<file path="src/rtl/esq_pkg.sv">
package esq_pkg;

    localparam int ESQ_PCW = 16;
    localparam int ESQ_XW  = 4;
    localparam int ESQ_CCW = 16;

    typedef enum logic [2:0] {
        ST_IDLE,
        ST_PUSH_PC,
        ST_PUSH_CC,
        ST_VEC_RD,
        ST_VEC_LD,
        ST_PULL_CC,
        ST_PULL_PC,
        ST_PULL_FIN
    } seq_st_e;

    typedef enum logic [2:0] {
        OP_NONE,
        OP_SWI,
        OP_RTI,
        OP_BSR,
        OP_JSR,
        OP_RTS
    } seq_op_e;

endpackage

</file>
<file path="src/rtl/esq_xadd.sv">
// Modular adder: W-bit address plus a sign-extended DW-bit offset.
module esq_xadd #(
    parameter int W  = 20,
    parameter int DW = 8
) (
    input  logic [W-1:0]  a_i,
    input  logic [DW-1:0] d_i,
    output logic [W-1:0]  y_o
);
    generate
        if (W > DW) begin : g_ext
            assign y_o = a_i + {{(W-DW){d_i[DW-1]}}, d_i};
        end else begin : g_trunc
            assign y_o = a_i + d_i[W-1:0];
        end
    endgenerate
endmodule

</file>
<file path="src/rtl/esq_pick.sv">
// Fixed-priority selection among simultaneous command strobes.
module esq_pick (
    input  logic              swi_i,
    input  logic              rti_i,
    input  logic              bsr_i,
    input  logic              jsr_i,
    input  logic              rts_i,
    output esq_pkg::seq_op_e  op_o
);
    import esq_pkg::*;
    always_comb begin
        if (swi_i)      op_o = OP_SWI;
        else if (rti_i) op_o = OP_RTI;
        else if (bsr_i) op_o = OP_BSR;
        else if (jsr_i) op_o = OP_JSR;
        else if (rts_i) op_o = OP_RTS;
        else            op_o = OP_NONE;
    end
endmodule

</file>
<file path="src/rtl/exc_stack_seq.sv">
module exc_stack_seq #(
    parameter int PCW      = esq_pkg::ESQ_PCW,
    parameter int XW       = esq_pkg::ESQ_XW,
    parameter int CCW      = esq_pkg::ESQ_CCW,
    parameter int VEC_ADDR = 12,
    parameter int SWI_FIX  = 2,
    parameter int RTI_FIX  = 6,
    parameter int CALL_FIX = 2,
    parameter int WSTEP    = 2,
    localparam int AW      = PCW + XW
) (
    input  logic           clk,
    input  logic           rst,
    input  logic [AW-1:0]  rst_pc_i,
    input  logic [AW-1:0]  rst_sp_i,
    input  logic           swi_i,
    input  logic           rti_i,
    input  logic           bsr_i,
    input  logic           jsr_i,
    input  logic           rts_i,
    input  logic [AW-1:0]  tgt_i,
    output logic           busy_o,
    output logic [AW-1:0]  pc_o,
    output logic [AW-1:0]  sp_o,
    output logic [CCW-1:0] ccr_o,
    output logic           mem_req_o,
    output logic           mem_we_o,
    output logic [AW-1:0]  mem_addr_o,
    output logic [PCW-1:0] mem_wdata_o,
    input  logic [PCW-1:0] mem_rdata_i
);
    import esq_pkg::*;

    localparam int DW = 8;

    typedef struct packed {
        seq_st_e        st;
        seq_op_e        op;
        logic [PCW-1:0] pc;
        logic [AW-1:0]  sp;
        logic [CCW-1:0] cc;
        logic [AW-1:0]  tgt;
        logic [CCW-1:0] pulled;
    } seq_regs_t;

    seq_regs_t r_q, r_d;
    seq_op_e   op_pick;
    logic [DW-1:0] cmd_delta, sp_delta, pull_delta;
    logic [AW-1:0] cmd_adj, sp_step, pull_adj;
    logic          any_strobe;

    esq_pick u_pick (
        .swi_i(swi_i), .rti_i(rti_i), .bsr_i(bsr_i),
        .jsr_i(jsr_i), .rts_i(rts_i), .op_o(op_pick)
    );

    always_comb begin
        case (op_pick)
            OP_SWI:  cmd_delta = DW'(SWI_FIX);
            OP_BSR:  cmd_delta = DW'(-CALL_FIX);
            default: cmd_delta = '0;
        endcase
        sp_delta   = (r_q.st == ST_PUSH_PC || r_q.st == ST_PUSH_CC) ? DW'(-WSTEP) : DW'(WSTEP);
        pull_delta = (r_q.op == OP_RTI) ? DW'(-RTI_FIX) : DW'(-CALL_FIX);
    end

    esq_xadd #(.W(AW), .DW(DW)) u_cmd_adj (
        .a_i({r_q.cc[XW-1:0], r_q.pc}), .d_i(cmd_delta), .y_o(cmd_adj)
    );
    esq_xadd #(.W(AW), .DW(DW)) u_sp_step (
        .a_i(r_q.sp), .d_i(sp_delta), .y_o(sp_step)
    );
    esq_xadd #(.W(AW), .DW(DW)) u_pull_adj (
        .a_i({r_q.pulled[XW-1:0], mem_rdata_i}), .d_i(pull_delta), .y_o(pull_adj)
    );

    always_comb begin
        r_d         = r_q;
        mem_req_o   = 1'b0;
        mem_we_o    = 1'b0;
        mem_addr_o  = '0;
        mem_wdata_o = '0;
        case (r_q.st)
            ST_IDLE: begin
                if (op_pick != OP_NONE) begin
                    r_d.op  = op_pick;
                    r_d.tgt = tgt_i;
                    if (op_pick == OP_RTI || op_pick == OP_RTS) begin
                        r_d.sp = sp_step;
                        r_d.st = ST_PULL_CC;
                    end else begin
                        r_d.pc          = cmd_adj[PCW-1:0];
                        r_d.cc[XW-1:0]  = cmd_adj[AW-1:PCW];
                        r_d.st          = ST_PUSH_PC;
                    end
                end
            end
            ST_PUSH_PC: begin
                mem_req_o   = 1'b1;
                mem_we_o    = 1'b1;
                mem_addr_o  = r_q.sp;
                mem_wdata_o = r_q.pc;
                r_d.sp      = sp_step;
                r_d.st      = ST_PUSH_CC;
            end
            ST_PUSH_CC: begin
                mem_req_o   = 1'b1;
                mem_we_o    = 1'b1;
                mem_addr_o  = r_q.sp;
                mem_wdata_o = r_q.cc;
                r_d.sp      = sp_step;
                if (r_q.op == OP_SWI) begin
                    r_d.st = ST_VEC_RD;
                end else begin
                    r_d.pc         = r_q.tgt[PCW-1:0];
                    r_d.cc[XW-1:0] = r_q.tgt[AW-1:PCW];
                    r_d.st         = ST_IDLE;
                end
            end
            ST_VEC_RD: begin
                mem_req_o  = 1'b1;
                mem_addr_o = AW'(VEC_ADDR);
                r_d.st     = ST_VEC_LD;
            end
            ST_VEC_LD: begin
                r_d.pc         = mem_rdata_i;
                r_d.cc[XW-1:0] = '0;
                r_d.st         = ST_IDLE;
            end
            ST_PULL_CC: begin
                mem_req_o  = 1'b1;
                mem_addr_o = r_q.sp;
                r_d.sp     = sp_step;
                r_d.st     = ST_PULL_PC;
            end
            ST_PULL_PC: begin
                mem_req_o  = 1'b1;
                mem_addr_o = r_q.sp;
                r_d.pulled = mem_rdata_i;
                r_d.st     = ST_PULL_FIN;
            end
            ST_PULL_FIN: begin
                r_d.pc = pull_adj[PCW-1:0];
                if (r_q.op == OP_RTI)
                    r_d.cc = {r_q.pulled[CCW-1:XW], pull_adj[AW-1:PCW]};
                else
                    r_d.cc = {r_q.cc[CCW-1:XW], pull_adj[AW-1:PCW]};
                r_d.st = ST_IDLE;
            end
            default: r_d.st = ST_IDLE;
        endcase
    end

    always_ff @(posedge clk) begin
        if (rst) begin
            r_q.st     <= ST_IDLE;
            r_q.op     <= OP_NONE;
            r_q.pc     <= rst_pc_i[PCW-1:0];
            r_q.sp     <= rst_sp_i;
            r_q.cc     <= {{(CCW-XW){1'b0}}, rst_pc_i[AW-1:PCW]};
            r_q.tgt    <= '0;
            r_q.pulled <= '0;
        end else begin
            r_q <= r_d;
        end
    end

    assign busy_o     = (r_q.st != ST_IDLE);
    assign pc_o       = {r_q.cc[XW-1:0], r_q.pc};
    assign sp_o       = r_q.sp;
    assign ccr_o      = r_q.cc;
    assign any_strobe = swi_i | rti_i | bsr_i | jsr_i | rts_i;

    // memory traffic only inside a sequence
    assert_mem_only_busy_R9: assert property (@(posedge clk) disable iff (rst)
        mem_req_o |-> busy_o);
    // a write is always a request
    assert_we_needs_req_R9: assert property (@(posedge clk) disable iff (rst)
        mem_we_o |-> mem_req_o);
    // a captured command survives strobes until the sequence ends
    assert_op_held_R9: assert property (@(posedge clk) disable iff (rst)
        (busy_o && any_strobe) |=> $stable(r_q.op));
    // each stored word lowers the stack pointer by one word, modulo 2^20
    assert_push_step_R8: assert property (@(posedge clk) disable iff (rst)
        (mem_req_o && mem_we_o) |=> (sp_o == AW'($past(sp_o) - AW'(WSTEP))));
    // vector load leaves bank 0
    assert_vec_bank_zero_R3: assert property (@(posedge clk) disable iff (rst)
        (r_q.st == ST_VEC_LD) |=> (pc_o[AW-1:PCW] == '0));
    // idle with no strobe keeps architectural state
    assert_idle_hold_R11: assert property (@(posedge clk) disable iff (rst)
        (!busy_o && !any_strobe) |=> ($stable(pc_o) && $stable(sp_o) && $stable(ccr_o)));

endmodule

</file>
<file path="config.mk">
export PLATFORM = sky130hd
export DESIGN_NAME = exc_stack_seq
export DESIGN_NICKNAME = d
export VERILOG_FILES = /design/src/rtl/esq_pkg.sv /design/src/rtl/esq_xadd.sv /design/src/rtl/esq_pick.sv /design/src/rtl/exc_stack_seq.sv
export SDC_FILE = /design/constraint.sdc
export NUM_CORES = 1
export LEC_CHECK = 0
export BUFFER_PORTS_ARGS = -buffer_cell sky130_fd_sc_hd__buf_2
export CELL_PAD_IN_SITES_DETAIL_PLACEMENT = 1
export CELL_PAD_IN_SITES_GLOBAL_PLACEMENT = 1
export CORE_ASPECT_RATIO = 1.4
export CORE_MARGIN = 2
export CORE_UTILIZATION = 43
export DETAILED_ROUTE_END_ITERATION = 8
export GPL_ROUTABILITY_DRIVEN = 0
export MAX_ROUTING_LAYER = met4
export PLACE_DENSITY_LB_ADDON = 0.12
export SKIP_LAST_GASP = 1
export SYNTH_ARGS = -nofsm -noshare
export SYNTH_HDL_FRONTEND = slang
export SYNTH_SLANG_ARGS = --single-unit
</file>
<file path="constraint.sdc">
create_clock -name clk -period 7.09 [get_ports clk]
set_input_delay 1.0635 -clock clk [delete_from_list [all_inputs] [get_ports clk]]
set_output_delay 1.0635 -clock clk [all_outputs]
set_load 0.02 [all_outputs]
</file>
**Yosys cells after proc, flatten, opt, wreduce, memory -nomap -nowiden**

Index checks and enable logic that the tools add are counted.

- Equal/unequal tests: 18
- Multiplexer cells: 30
- Reduce and logical (&&, ||, !) cells: 16
- Add/subtract/negate cells: 3

Operator list:

| operator | count |
|---|---|
| $mux W88 | 1 |
| $pmux W20 S2 | 2 |
| $mux W16 | 4 |
| $pmux W16 S4 | 1 |
| $add A20 B20 Y20 | 3 |
| $mux W42 | 1 |
| $mux W20 | 2 |
| $pmux W16 S2 | 1 |
| $mux W24 | 1 |
| $mux W3 | 7 |
| $pmux W3 S7 | 1 |
| $pmux W4 S4 | 1 |
| $pmux W8 S2 | 1 |
| $eq A3 B2 Y1 const B | 5 |
| $eq A3 B3 Y1 const B | 5 |
| $mux W12 | 1 |
| $ne A3 B3 Y1 const B | 4 |
| $eq A3 B1 Y1 const B | 3 |
| $reduce_bool A3 Y1 | 3 |
| $mux W4 | 2 |
| $mux W8 | 1 |
| $reduce_bool A5 Y1 | 1 |
| $reduce_or A5 Y1 | 1 |
| $reduce_and A2 Y1 | 2 |
| 10 further kinds | 13 |

- Bits in registers: 94

**Longest topological paths before layout**

Gate-level depths: netlist of the first run.

- Word-level depth: 12
- Depth in mapped cells: 11
- Depth with buffers taken out: 10

**By module**

A second synthesis of the first run with hierarchy kept.

- Cells, all modules: 1034
- Area, all modules: 8515.7 µm²

Modules (own cells, without submodules):

| module | cells an instance | area an instance (µm²) | instances |
|---|---|---|---|
| exc_stack_seq | 631 | 5475.3 | 1 |
| esq_xadd | 132 | 1001.0 | 3 |
| esq_pick | 7 | 37.5 | 1 |

**Least setup slack after synthesis of the first run**

No wires, ideal clock.

- Path type: flip-flop to flip-flop
- Start point: register r_q[91] in the netlist's numbering
- End point: register r_q (netlist bit sp_o[12]), data pin
- Period minus slack after synthesis: 3994 ps
- Stages on the path, launching flop included: 11
- Slack: 3096 ps
- Buffers on the path: 1
- Arrival: 3738 ps
- Cells stage by stage: dfxtp_1 > clkbuf_1 > xor2_1 > nor2b_1 > ha_1 > a211oi_1 > o21a_1 > a211oi_1 > o31a_1 > or3_1 > a32o_1

- Cells in the longest elaborated chain, start to end: 8

RTL lines:

| element | RTL line | text |
|---|---|---|
| from (decl) | exc_stack_seq.sv:46 | `seq_regs_t r_q, r_d;` |
| from (signal assigned) | exc_stack_seq.sv:164 | `r_q <= r_d;` |
| $eq A3 B1 Y1 or $eq A3 B2 Y1 (tied branches) | exc_stack_seq.sv:63, exc_stack_seq.sv:83 |  |
| $logic_or A1 B1 Y1 | exc_stack_seq.sv:63 | `sp_delta = (r_q.st == ST_PUSH_PC \|\| r_q.st == ST_PUSH_CC) ? DW'(-WSTEP) : DW'(WSTEP);` |
| $mux W8 | exc_stack_seq.sv:63 |  |
| $add A20 B20 Y20 | esq_xadd.sv:12 | `assign y_o = a_i + {{(W-DW){d_i[DW-1]}}, d_i};` |
| $mux W20 | exc_stack_seq.sv:88 | `if (op_pick == OP_RTI \|\| op_pick == OP_RTS) begin` |
| $mux W42 | exc_stack_seq.sv:85 | `if (op_pick != OP_NONE) begin` |
| $pmux W20 S2 * | exc_stack_seq.sv:83 | `case (r_q.st)` |
| $mux W88 * | exc_stack_seq.sv:155 | `if (rst) begin` |

Every way passes the cells marked *; elsewhere a longest branch is shown, timed or not. The select of a mux whose other input is x is not followed.
A chain may end at the register's enable or synchronous reset.

**Final worst setup path of the first run**

- Start point: register r_q[92] in the netlist's numbering
- End point: register r_q (netlist bit sp_o[18]), data pin

Same word-level chain as after synthesis.

==> metrics.md, run 1 <==
| Metric | Value |
|---|---|
| Status | complete, no violations |
| Final setup vio count | 0 |
| Synthesis-to-finish area growth | 13.14% |
| Num CTS Buffers | 9 |
| Post_cts resized | 0 |
| Wirelength, routed | 22460 µm |
| Worst VDD drop | 0.0002014 V |
| Worst-Skew Late Latency | 0.36 ns |
| Crit share post-route | 0.5749 |
| Most common cell in the netlist | nand2_1 |
| Clock tree buffer depth | 2 |
| Buf+Inv Stages, Crit Path | 2 |
| Critical Path AT | 4.30 ns |
| Worst hold slack | 0.4559 ns |
| Die H | 154.6 µm |
| Pre-Repair DR Iteration Count | 4 |
| Post-synth ARST share | 0 |
| Port bufs | 177 |
| Hold buffer count at CTS | 0 |
| Row Count | 55 |
| Initial Utilization | 0.4347 |
| CP Max Fanout | 24 |
| Pwr Density | 344.1 nW/µm² |
| Worst hold path class | flop to flop |
| Post-synth top flop | dfxtp_1 |
| Post-synth cell types | 61 |
| Nets | 1080 |
| Post-synthesis sequential element count | 94 |
| Worst Tran Pin Value | 1.053 ns |
| Cell mode on critical path | buf_4 |
| Post-CTS Setup Inserts | 0 |
| Drc violations | 0 |
| Total gr overflow | 0 |
| Post-Syn Area | 6970 µm² |
| Unrepaired setup endpoints after global routing | false |
| Worst-path clk slew | 0.07 ns |
| Max incr delay on CP | 0.86 ns |
| Avg Inst Size Synth | 8.115 µm² |
| P_leak | 3.520 nW |
| Clock skew | 0.006049 ns |
| CTS Root Buffer Type | clkbuf_16 |
| Min Tclk post-route | 4.076 ns |
| Finished Layout Cells | 1165 |
| Rel. slew slack | 0.2958 |
| Worst path top cell family by delay | compound AO/OA/AOI/OAI gates |
| Clock sinks | 94 |
| Core footprint | 16030 µm² |
| Syn_nets | 981 |
| Total Negative Setup Slacks | 0 ns |
| Share of cells above drive strength 1 | 0.2160 |
| Via-to-Cell Ratio | 5.686 |
| Number of global-route vias before repair | 6625 |
| Post-synth top cells | nand2_1, a21oi_1, buf_4 |
| Post-synth EDFFs | 40 |
| Average wire per standard cell | 19.27 µm |
| Startpoint types | flop |
| Max Cap Violations | 0 |
| Placed instance count | 1146 |
| Vias | 6624 |
| Syn Inst Count | 859 |
| Post-DRT Antenna Nets | 0 |
| Critical path's slowest cell | dfxtp_1 |
| Ports | 178 |
| Dominant cells by area after synthesis | edfxtp_1, dfxtp_1, a21oi_1 |
| Die Area | 17260 µm² |
| Sequential fraction of the synthesis area | 0.3274 |
| Largest net degree at the start of global routing | 72 |
| CP Capture Type | flop |
| Max Fclk | 245.3 MHz |
| CP Cell Sequence | xor2_1 -> buf_4 -> nor2b_1 -> buf_4 -> ha_1 -> o211ai_1 -> o21a_1 -> a211oi_1 -> o21ai_0 -> or4_1 -> nand3_1 |
| Top-area cell type share of the netlist area | 0.1723 |
| Crit path kind | flop to flop |
| All-Layer GR Usage | 0.2659 |
| Die width | 111.6 µm |
| Slew Viols, Final | 0 |
| Dominant cell type by area after synthesis | edfxtp_1 |
| Final Hold Fails | 0 |
| DPL Wire Length | 16980 µm |
| Synthesis warning total | 0 |
| Number of DRC markers in iteration 0 | 356 |
| First-pass GRT wire length | 35450 µm |
| CTS H-Tree Depth | 3 |
| WP data required | 7.32 ns |
| Initial antenna violation count | 1 |
| TritonCTS clock tree | built |
## through the flow
stage	total power [mW]	instance area [µm²]	util	setup slack [ns]
final	2.713	7886	0.4918	3.014
after global routing	2.906	7881	0.4915	2.704
after CTS	2.729	7879	0.4914	3.034
after detailed placement	2.241	7596	0.4737	2.960
after global placement	2.218	7596	0.4737	3.045
after floorplan	1.919	6970	-	3.096
## final cells by class
type,count,area (µm²)
antenna,3,7.507
multi-input combinational,642,4019
clock buffer,10,239.0
fill,2014,8148
clock inverter,6,43.79
tap,199,249.0
sequential,94,2282
timing repair buffer,185,948.4
inverter,26,97.59
## logic make-up (layout without fill, tap and decap cells)
family                   after synthesis  in the layout  synth area share
adder cells (fa/ha/maj)               39             39           0.07324
AND/OR/NAND/NOR                      296            296            0.1996
multiplexers                          17             17           0.02459
XOR/XNOR                              31             31           0.03895
flip-flops                            94             94            0.3274
other                                  0              3                 0
buffers and inverters                123            227           0.09747
AO/OA/AOI/OAI                        259            259            0.2387
## sequential cells by signal, summed over array words and instances (netlist names)
signal and cells:
r_q 42, ccr_o 16, pc_o 16, sp_o 20
## path summary, 6_finish.rpt
kind,start,to,slack (ns),depth (start not counted)
worst max-delay path,r_q[92]$_SDFFE_PP0P_,sp_o[18]$_DFFE_PP_,3.01,11
worst min-delay path,r_q[5]$_SDFFE_PP0P_,r_q[5]$_SDFFE_PP0P_,0.46,2
worst max register to register,r_q[92]$_SDFFE_PP0P_,sp_o[18]$_DFFE_PP_,3.01,11
worst min register to register,r_q[5]$_SDFFE_PP0P_,r_q[5]$_SDFFE_PP0P_,0.46,2
## routing by layer
| layer | track usage | share of wire | up-vias |
|---|---|---|---|
| met1 | 0.2943 | 0.40 | 3198 |
| met2 | 0.4837 | 0.53 | 139 |
| met4 | 0.1041 | 0.028 | 0 |
| met3 | 0.03448 | 0.042 | 31 |
| li1 | - | - | 3256 |
| met5 | - | 0 | - |
## worst reg2reg max path: cells and delay by family, from the launching register on
family / cells / cell delay [ns]
AO/OA/AOI/OAI: 4 / 1.28
flip-flops: 1 / 0.86
AND/OR/NAND/NOR: 3 / 0.78
buffers and inverters: 2 / 0.53
adder cells (fa/ha/maj): 1 / 0.29
XOR/XNOR: 1 / 0.21
## report_power, final
| group | switching, mW | internal [mW] |
|---|---|---|
| logic | 0.873 | 0.528 |
| registers | 0.118 | 0.713 |
| clock network | 0.232 | 0.250 |
## layout by cell type (no fill, tap or decap), types with 8 or more instances in the layout
cell type    n
xnor2_1     16
a22o_1      21
clkbuf_16    9
nand3_1     16
o21a_1       8
inv_1       26
dfxtp_1     54
xor2_1      15
nand2b_1    14
o211ai_1     8
a211oi_1     9
buf_4        9
a21o_1       9
nor3_1      15
a221oi_1    10
a21oi_1    101
o21ai_0     43
nand4_1      8
mux2i_1     16
nand2_1    128
nor2_1      54
edfxtp_1    40
buf_2      176
ha_1        36
and2_1      24
Note: power is estimated with default switching activity, not from simulation.
==> run 2, diff against run 1 <==
--- a/config.mk
+++ b/config.mk
@@ -10,7 +10,7 @@
 export CELL_PAD_IN_SITES_GLOBAL_PLACEMENT = 1
 export CORE_ASPECT_RATIO = 1.4
 export CORE_MARGIN = 2
-export CORE_UTILIZATION = 43
+export CORE_UTILIZATION = 36
 export DETAILED_ROUTE_END_ITERATION = 8
 export GPL_ROUTABILITY_DRIVEN = 0
 export MAX_ROUTING_LAYER = met4
==> constraint.sdc (replaced) <==
create_clock -name clk -period 3.4 [get_ports clk]
set_input_delay 0.51 -clock clk [delete_from_list [all_inputs] [get_ports clk]]
set_output_delay 0.51 -clock clk [all_outputs]
set_load 0.02 [all_outputs]
==> run 2 against run 1 <==
  * Non-clock buffer count increased by 19
  * Via count increased by 1.3%
  * Clock power increased by 130%
  * Clock skew increased by 0.0018 ns
  * Die area increased by 19%
  * Global-route usage decreased by 2.0 points
  * First-iteration DRC count decreased by 24%
  * Register-to-register slack got worse by 2.7 ns
  * Wire length increased by 8.1%
  * Sequential share of layout area decreased by 1.0 points
  * Clock-buffer cell count increased by 1
  * Largest power group unchanged
  * Final area increased by 3.6%
==> metrics.md, run 2 (synthesized netlist as in run 1, its figures left out) <==
| Metric | Value |
|---|---|
| Status | complete, no violations (unchanged) |
| First-pass GRT wire length | 37810 µm (was 35450 µm) |
| CTS Root Buffer Type | clkbuf_16 (unchanged) |
| Total gr overflow | 0 (unchanged) |
| NetSw | 2.610 mW (was 1.223 mW) |
| Largest Register | r_q (unchanged) |
| Reg2reg end | sp_o[19]$_DFFE_PP_ (was sp_o[18]$_DFFE_PP_) |
| Clock tree buffer depth | 2 (unchanged) |
| Clock skew | 0.007893 ns (was 0.006049 ns) |
| Post-route setup slack | 0.2799 ns (was 3.014 ns) |
| Max Fclk | 320.5 MHz (was 245.3 MHz) |
| Share of cells above drive strength 1 | 0.2342 (was 0.2160) |
| Crit share post-route | 0.9177 (was 0.5749) |
| Initial Utilization | 0.3641 (was 0.4347) |
| Worst hold path class | primary input to flop (was flop to flop) |
| Multi-input logic area | 4034 µm² (was 4019 µm²) |
| P_leak | 3.640 nW (was 3.520 nW) |
| Flop pwr share | 0.294 (was 0.306) |
| Average wire per standard cell | 19.65 µm (was 19.27 µm) |
| Pwr Density | 715.4 nW/µm² (was 344.1 nW/µm²) |
| CP Capture Type | flop (unchanged) |
| Largest net degree at the start of global routing | 81 (was 72) |
| Placed Instance Area | 7835 µm² (was 7596 µm²) |
| Worst Setup SP | r_q[91]$_SDFFE_PP0P_ (was r_q[92]$_SDFFE_PP0P_) |
| Pre-Repair DR Iteration Count | 5 (was 4) |
| Pwr Total | 5.845 mW (was 2.713 mW) |
| FF+latch area | 2282 µm² (unchanged) |
| Int Power | 3.235 mW (was 1.491 mW) |
| Worst VDD drop | 0.0003691 V (was 0.0002014 V) |
| Wirelength, routed | 24270 µm (was 22460 µm) |
| Final Util | 0.4267 (was 0.4918) |
| Unrepaired setup endpoints after global routing | false (unchanged) |
| R2R depth | 11 (unchanged) |
| Total Negative Setup Slacks | 0 ns (unchanged) |
| Die H | 168.6 µm (was 154.6 µm) |
| Finished Layout Cells | 1235 (was 1165) |
| Crit path kind | flop to flop (unchanged) |
| Number of DRC markers in iteration 0 | 270 (was 356) |
| Worst Tran Pin Value | 0.8879 ns (was 1.053 ns) |
| Hold buffer count at CTS | 0 (unchanged) |
| TritonCTS clock tree | built (unchanged) |
| All-Layer GR Usage | 0.2463 (was 0.2659) |
| Final setup vio count | 0 (unchanged) |
| Port bufs | 177 (unchanged) |
| Placed instance count | 1214 (was 1146) |
| Critical Path AT | 3.22 ns (was 4.30 ns) |
| Final Hold Fails | 0 (unchanged) |
| Worst-path clk slew | 0.07 ns (about the same) |
| WP data required | 3.50 ns (was 7.32 ns) |
| Via-to-Cell Ratio | 5.431 (was 5.686) |
| Number of global-route vias before repair | 6843 (was 6625) |
| Clock sinks | 94 (unchanged) |
| Max Cap Violations | 0 (unchanged) |
| Worst-Skew Late Latency | 0.35 ns (was 0.36 ns) |
| Num CTS Buffers | 9 (unchanged) |
| Core footprint | 19140 µm² (was 16030 µm²) |
| Ports | 178 (unchanged) |
| Commonest non-fill, non-tap cells in the layout | buf_2, nand2_1, a21oi_1, dfxtp_1, nor2_1 (was buf_2, nand2_1, a21oi_1, nor2_1, dfxtp_1) |
| Drc violations | 0 (unchanged) |
| Commonest non-fill, non-tap cell in the layout | buf_2 (unchanged) |
| Worst hold slack | 0.3873 ns (was 0.4559 ns) |
| Post_cts resized | 0 (unchanged) |
| Initial antenna violation count | 5 (was 1) |
| Combinational fraction of design power | 0.520 (was 0.516) |
| Max reg flops | 42 (unchanged) |
| Min Tclk post-route | 3.120 ns (was 4.076 ns) |
| Row Count | 60 (was 55) |
| Die Area | 20510 µm² (was 17260 µm²) |
| CTS H-Tree Depth | 3 (unchanged) |
| Startpoint types | flop (unchanged) |
| DPL Wire Length | 18740 µm (was 16980 µm) |
| Clk network pwr share | 0.186 (was 0.178) |
| Sw frac | 0.4466 (was 0.4506) |
| Slew Viols, Final | 0 (unchanged) |
| CP endpoint | sp_o[19]$_DFFE_PP_ (was sp_o[18]$_DFFE_PP_) |
| Vias | 6707 (was 6624) |
| Post-CTS Setup Inserts | 0 (unchanged) |
| CP Max Fanout | 8 (was 24) |
| Nets | 1099 (was 1080) |
| Filler cells | 2441 (was 2014) |
| R2r setup slk | 0.28 ns (was 3.01 ns) |
| Worst r2r src | r_q[91]$_SDFFE_PP0P_ (was r_q[92]$_SDFFE_PP0P_) |
| Rel. slew slack | 0.4066 (was 0.2958) |
| Post-DRT Antenna Nets | 0 (unchanged) |
| Setup WS pre-CTS | 0.07434 ns (was 2.960 ns) |
| Synthesis-to-finish area growth | 17.20% (was 13.14%) |
| Die width | 121.6 µm (was 111.6 µm) |
| Finished layout cell area | 8169 µm² (was 7886 µm²) |
==> run 2: cell types whose count changed in the layout (fill, tap and decap cells not counted), sizes merged <==
cell	before	now
buf	185	204
clkinv	3	1
clkbuf	10	11
inv	29	30
diode	3	5
==> run 2: cell type report <==
type | count | share of cell area
sequential | 94 | 0.2794
tap | 248 | 0.03798
clock inverter | 5 | 0.005054
timing repair buffer | 204 | 0.1366
clock buffer | 11 | 0.03370
antenna | 5 | 0.001532
multi-input combinational | 642 | 0.4938
inverter | 26 | 0.01195
==> run 2: how the worst min path moves through the flow <==
stage	startpoint	endpoint	slack [ns]	depth (start not counted)
after floorplan	r_q[10]$_SDFFE_PP0P_	r_q[10]$_SDFFE_PP0P_	0.44	2
after global placement	r_q[14]$_SDFFE_PP0P_	r_q[14]$_SDFFE_PP0P_	0.44	2
after detailed placement	r_q[9]$_SDFFE_PP0P_	r_q[9]$_SDFFE_PP0P_	0.45	2
after CTS	tgt_i[7]	r_q[23]$_SDFFE_PP0P_	0.38	3
after global routing	tgt_i[18]	r_q[34]$_SDFFE_PP0P_	0.38	3
final	tgt_i[18]	r_q[34]$_SDFFE_PP0P_	0.39	3
==> run 2: critical path, cell delays in order, from the launching register on <==
cell	delay, ns
dfxtp_1	0.36
xor2_1	0.19
nor2b_4	0.31
buf_4	0.16
inv_1	0.04
fa_1	0.37
nand2b_1	0.20
a21oi_1	0.17
o21ai_0	0.16
o21ai_0	0.55
a311o_1	0.27
nand3_1	0.07
==> run 2: power by group through the flow <==
stage | Clock, mW | Combinational, mW | Sequential, mW
after floorplan | 0 | 2.37 | 1.63
after global placement | 0 | 2.99 | 1.75
after detailed placement | 0 | 3.04 | 1.75
after CTS | 1.12 | 3.06 | 1.73
after global routing | 1.16 | 3.36 | 1.75
final | 1.09 | 3.04 | 1.72
==> run 2: routing by layer <==
| layer | up-vias | global-route usage | part of all wire |
|---|---|---|---|
| met5 | - | - | 0 |
| met2 | 141 | 0.4507 | 0.54 |
| met1 | 3240 | 0.2681 | 0.39 |
| met4 | 0 | 0.07046 | 0.016 |
| li1 | 3305 | - | - |
| met3 | 21 | 0.04818 | 0.048 |
==> run 3, diff against run 2 <==
--- a/config.mk
+++ b/config.mk
@@ -5,7 +5,8 @@
 export SDC_FILE = /design/constraint.sdc
 export NUM_CORES = 1
 export LEC_CHECK = 0
-export BUFFER_PORTS_ARGS = -buffer_cell sky130_fd_sc_hd__buf_2
+export BUFFER_PORTS_ARGS = -buffer_cell sky130_fd_sc_hd__buf_4
+export CAP_MARGIN = 20
 export CELL_PAD_IN_SITES_DETAIL_PLACEMENT = 1
 export CELL_PAD_IN_SITES_GLOBAL_PLACEMENT = 1
 export CORE_ASPECT_RATIO = 1.4
==> run 3 against run 2 <==
  * Combinational power is 7% higher
  * Setup slack improved by 0.086 ns
  * Critical path depth is the same
  * Clock skew down 0.00058 ns
  * Clock-buffer cell count shrank 2
  * Sequential cell count is the same
  * Cell count hardly changed
  * Highest routed layer unchanged
  * Global-route usage down 0.19 points
==> metrics.md, run 3 (synthesized netlist as in run 1, its figures left out) <==
| Metric | Value |
|---|---|
| Status | complete, no violations (unchanged) |
| Largest net degree at the start of global routing | 56 (was 81) |
| Total Negative Setup Slacks | 0 ns (unchanged) |
| Crit path kind | flop to flop (unchanged) |
| TritonCTS clock tree | built (unchanged) |
| First-pass GRT wire length | 37770 µm (was 37810 µm) |
| Port bufs | 177 (unchanged) |
| Core footprint | 19140 µm² (unchanged) |
| Int Power | 3.341 mW (was 3.235 mW) |
| Initial antenna violation count | 0 (was 5) |
| Critical Path AT | 3.15 ns (was 3.22 ns) |
| All-Layer GR Usage | 0.2445 (was 0.2463) |
| CP Capture Type | flop (unchanged) |
| CP Max Fanout | 6 (was 8) |
| Vias | 6773 (was 6707) |
| Die width | 121.6 µm (unchanged) |
| Worst r2r src | r_q[91]$_SDFFE_PP0P_ (unchanged) |
| Pwr Total | 5.963 mW (was 5.845 mW) |
| Commonest non-fill, non-tap cell in the layout | buf_4 (was buf_2) |
| Unrepaired setup endpoints after global routing | false (unchanged) |
| Average wire per standard cell | 19.58 µm (was 19.65 µm) |
| Sw frac | 0.4398 (was 0.4466) |
| Met1 wire length | 9287 µm (was 9503 µm) |
| Synthesis-to-finish area growth | 22.96% (was 17.20%) |
| Worst Setup SP | r_q[91]$_SDFFE_PP0P_ (unchanged) |
| Total gr overflow | 0 (unchanged) |
| Row Count | 60 (unchanged) |
| Worst-Skew Late Latency | 0.36 ns (was 0.35 ns) |
| Commonest non-fill, non-tap cells in the layout | buf_4, nand2_1, a21oi_1, dfxtp_1, nor2_1 (was buf_2, nand2_1, a21oi_1, dfxtp_1, nor2_1) |
| Post-DRT Antenna Nets | 0 (unchanged) |
| Met2 WL post-DR | 13220 µm (was 13200 µm) |
| Initial Utilization | 0.3641 (unchanged) |
| Die Area | 20510 µm² (unchanged) |
| Via-to-Cell Ratio | 5.489 (was 5.431) |
| DPL Wire Length | 18690 µm (was 18740 µm) |
| DR top layer | met4 (unchanged) |
| Max reg flops | 42 (unchanged) |
| Worst hold slack | 0.3988 ns (was 0.3873 ns) |
| Post_cts resized | 0 (unchanged) |
| Clock skew | 0.007317 ns (was 0.007893 ns) |
| Combinational fraction of design power | 0.543 (was 0.520) |
| Number of global-route vias before repair | 6927 (was 6843) |
| Max Fclk | 329.6 MHz (was 320.5 MHz) |
| Pwr Density | 695.8 nW/µm² (was 715.4 nW/µm²) |
| Max Cap Violations | 0 (unchanged) |
| Min Tclk post-route | 3.034 ns (was 3.120 ns) |
| Crit share post-route | 0.8923 (was 0.9177) |
| Worst hold path class | primary input to flop (unchanged) |
| CTS Root Buffer Type | clkbuf_16 (unchanged) |
| Worst VDD drop | 0.0003982 V (was 0.0003691 V) |
| NetSw | 2.623 mW (was 2.610 mW) |
| Clock sinks | 94 (unchanged) |
| Post-CTS Setup Inserts | 0 (unchanged) |
| Clk network pwr share | 0.169 (was 0.186) |
| Number of DRC markers in iteration 0 | 296 (was 270) |
| Share of cells above drive strength 1 | 0.2363 (was 0.2342) |
| Num CTS Buffers | 9 (unchanged) |
| Slew Viols, Final | 0 (unchanged) |
| WP data required | 3.52 ns (was 3.50 ns) |
| Worst Tran Pin Value | 0.9325 ns (was 0.8879 ns) |
| Clock tree buffer depth | 2 (unchanged) |
| CTS H-Tree Depth | 3 (unchanged) |
| P_leak | 3.753 nW (was 3.640 nW) |
| Final Hold Fails | 0 (unchanged) |
| Worst-path clk slew | 0.07 ns (about the same) |
| Drc violations | 0 (unchanged) |
| Die H | 168.6 µm (unchanged) |
| Wirelength, routed | 24160 µm (was 24270 µm) |
| Largest Register | r_q (unchanged) |
| Flop pwr share | 0.288 (was 0.294) |
| HP Start | tgt_i[0] (was tgt_i[18]) |
| Final setup vio count | 0 (unchanged) |
| Ports | 178 (unchanged) |
| Startpoint types | flop (unchanged) |
| Hold buffer count at CTS | 0 (unchanged) |
| WL met3 | 1152 µm (was 1162 µm) |
| Rel. slew slack | 0.3783 (was 0.4066) |
| Ant. Diodes | 0 (was 5) |
| Nets | 1103 (was 1099) |
| Pre-Repair DR Iteration Count | 5 (unchanged) |
-- run 3: power by group through the flow --
stage                     Sequential [mW]  Clock [mW]  Combinational [mW]
after CTS                            1.73        1.03                3.27
after global placement               1.75           0                3.21
after floorplan                      1.63           0                2.37
final                                1.72        1.01                3.24
after global routing                 1.76        1.08                3.57
after detailed placement             1.75           0                3.25
-- run 3: area by class of cell --
cell class / count / area (µm²)
Timing Repair Buffer: 208 / 1574
Clock inverter: 7 / 52.55
Fill cell: 2363 / 10570
Clock buffer: 9 / 225.2
Multi-Input combinational cell: 642 / 4029
Inverter: 26 / 97.59
Tap cell: 248 / 310.3
Sequential cell: 94 / 2282
-- run 3: path summary, 6_finish.rpt --
kind,endpoint,slack (ns),cells past startpoint
max,sp_o[12]$_DFFE_PP_,0.37,11
min,r_q[16]$_SDFFE_PP0P_,0.40,3
max reg2reg,sp_o[12]$_DFFE_PP_,0.37,11
min reg2reg,r_q[5]$_SDFFE_PP0P_,0.46,2
-- run 3: critical path, stage by stage (launching register included) --
cell and delay [ns]:
dfxtp_1 0.34, xor2_1 0.18, nor2b_4 0.26, buf_4 0.18
ha_1 0.29, o21a_1 0.19, o21ai_0 0.22, a211oi_1 0.14
buf_4 0.17, o31a_1 0.27, or3_1 0.30, a32o_1 0.25
-- run 3: routing by layer --
| layer | up-vias | global-route usage |
|---|---|---|
| met1 | 3299 | 0.2645 |
| li1 | 3302 | - |
| met4 | 0 | 0.07146 |
| met5 | - | - |
| met3 | 30 | 0.04616 |
| met2 | 142 | 0.4494 |
-- run 3: through the flow --
step / setup slack [ns] / instances / area (µm²) / util
after floorplan: 0.08082 / 859 / 6980 / -
after global placement: 0.1750 / 1218 / 8293 / 0.4332
after detailed placement: 0.1730 / 1218 / 8293 / 0.4332
after CTS: 0.3300 / 1234 / 8571 / 0.4477
after global routing: 0.1548 / 1234 / 8571 / 0.4477
final: 0.3661 / 1234 / 8571 / 0.4477
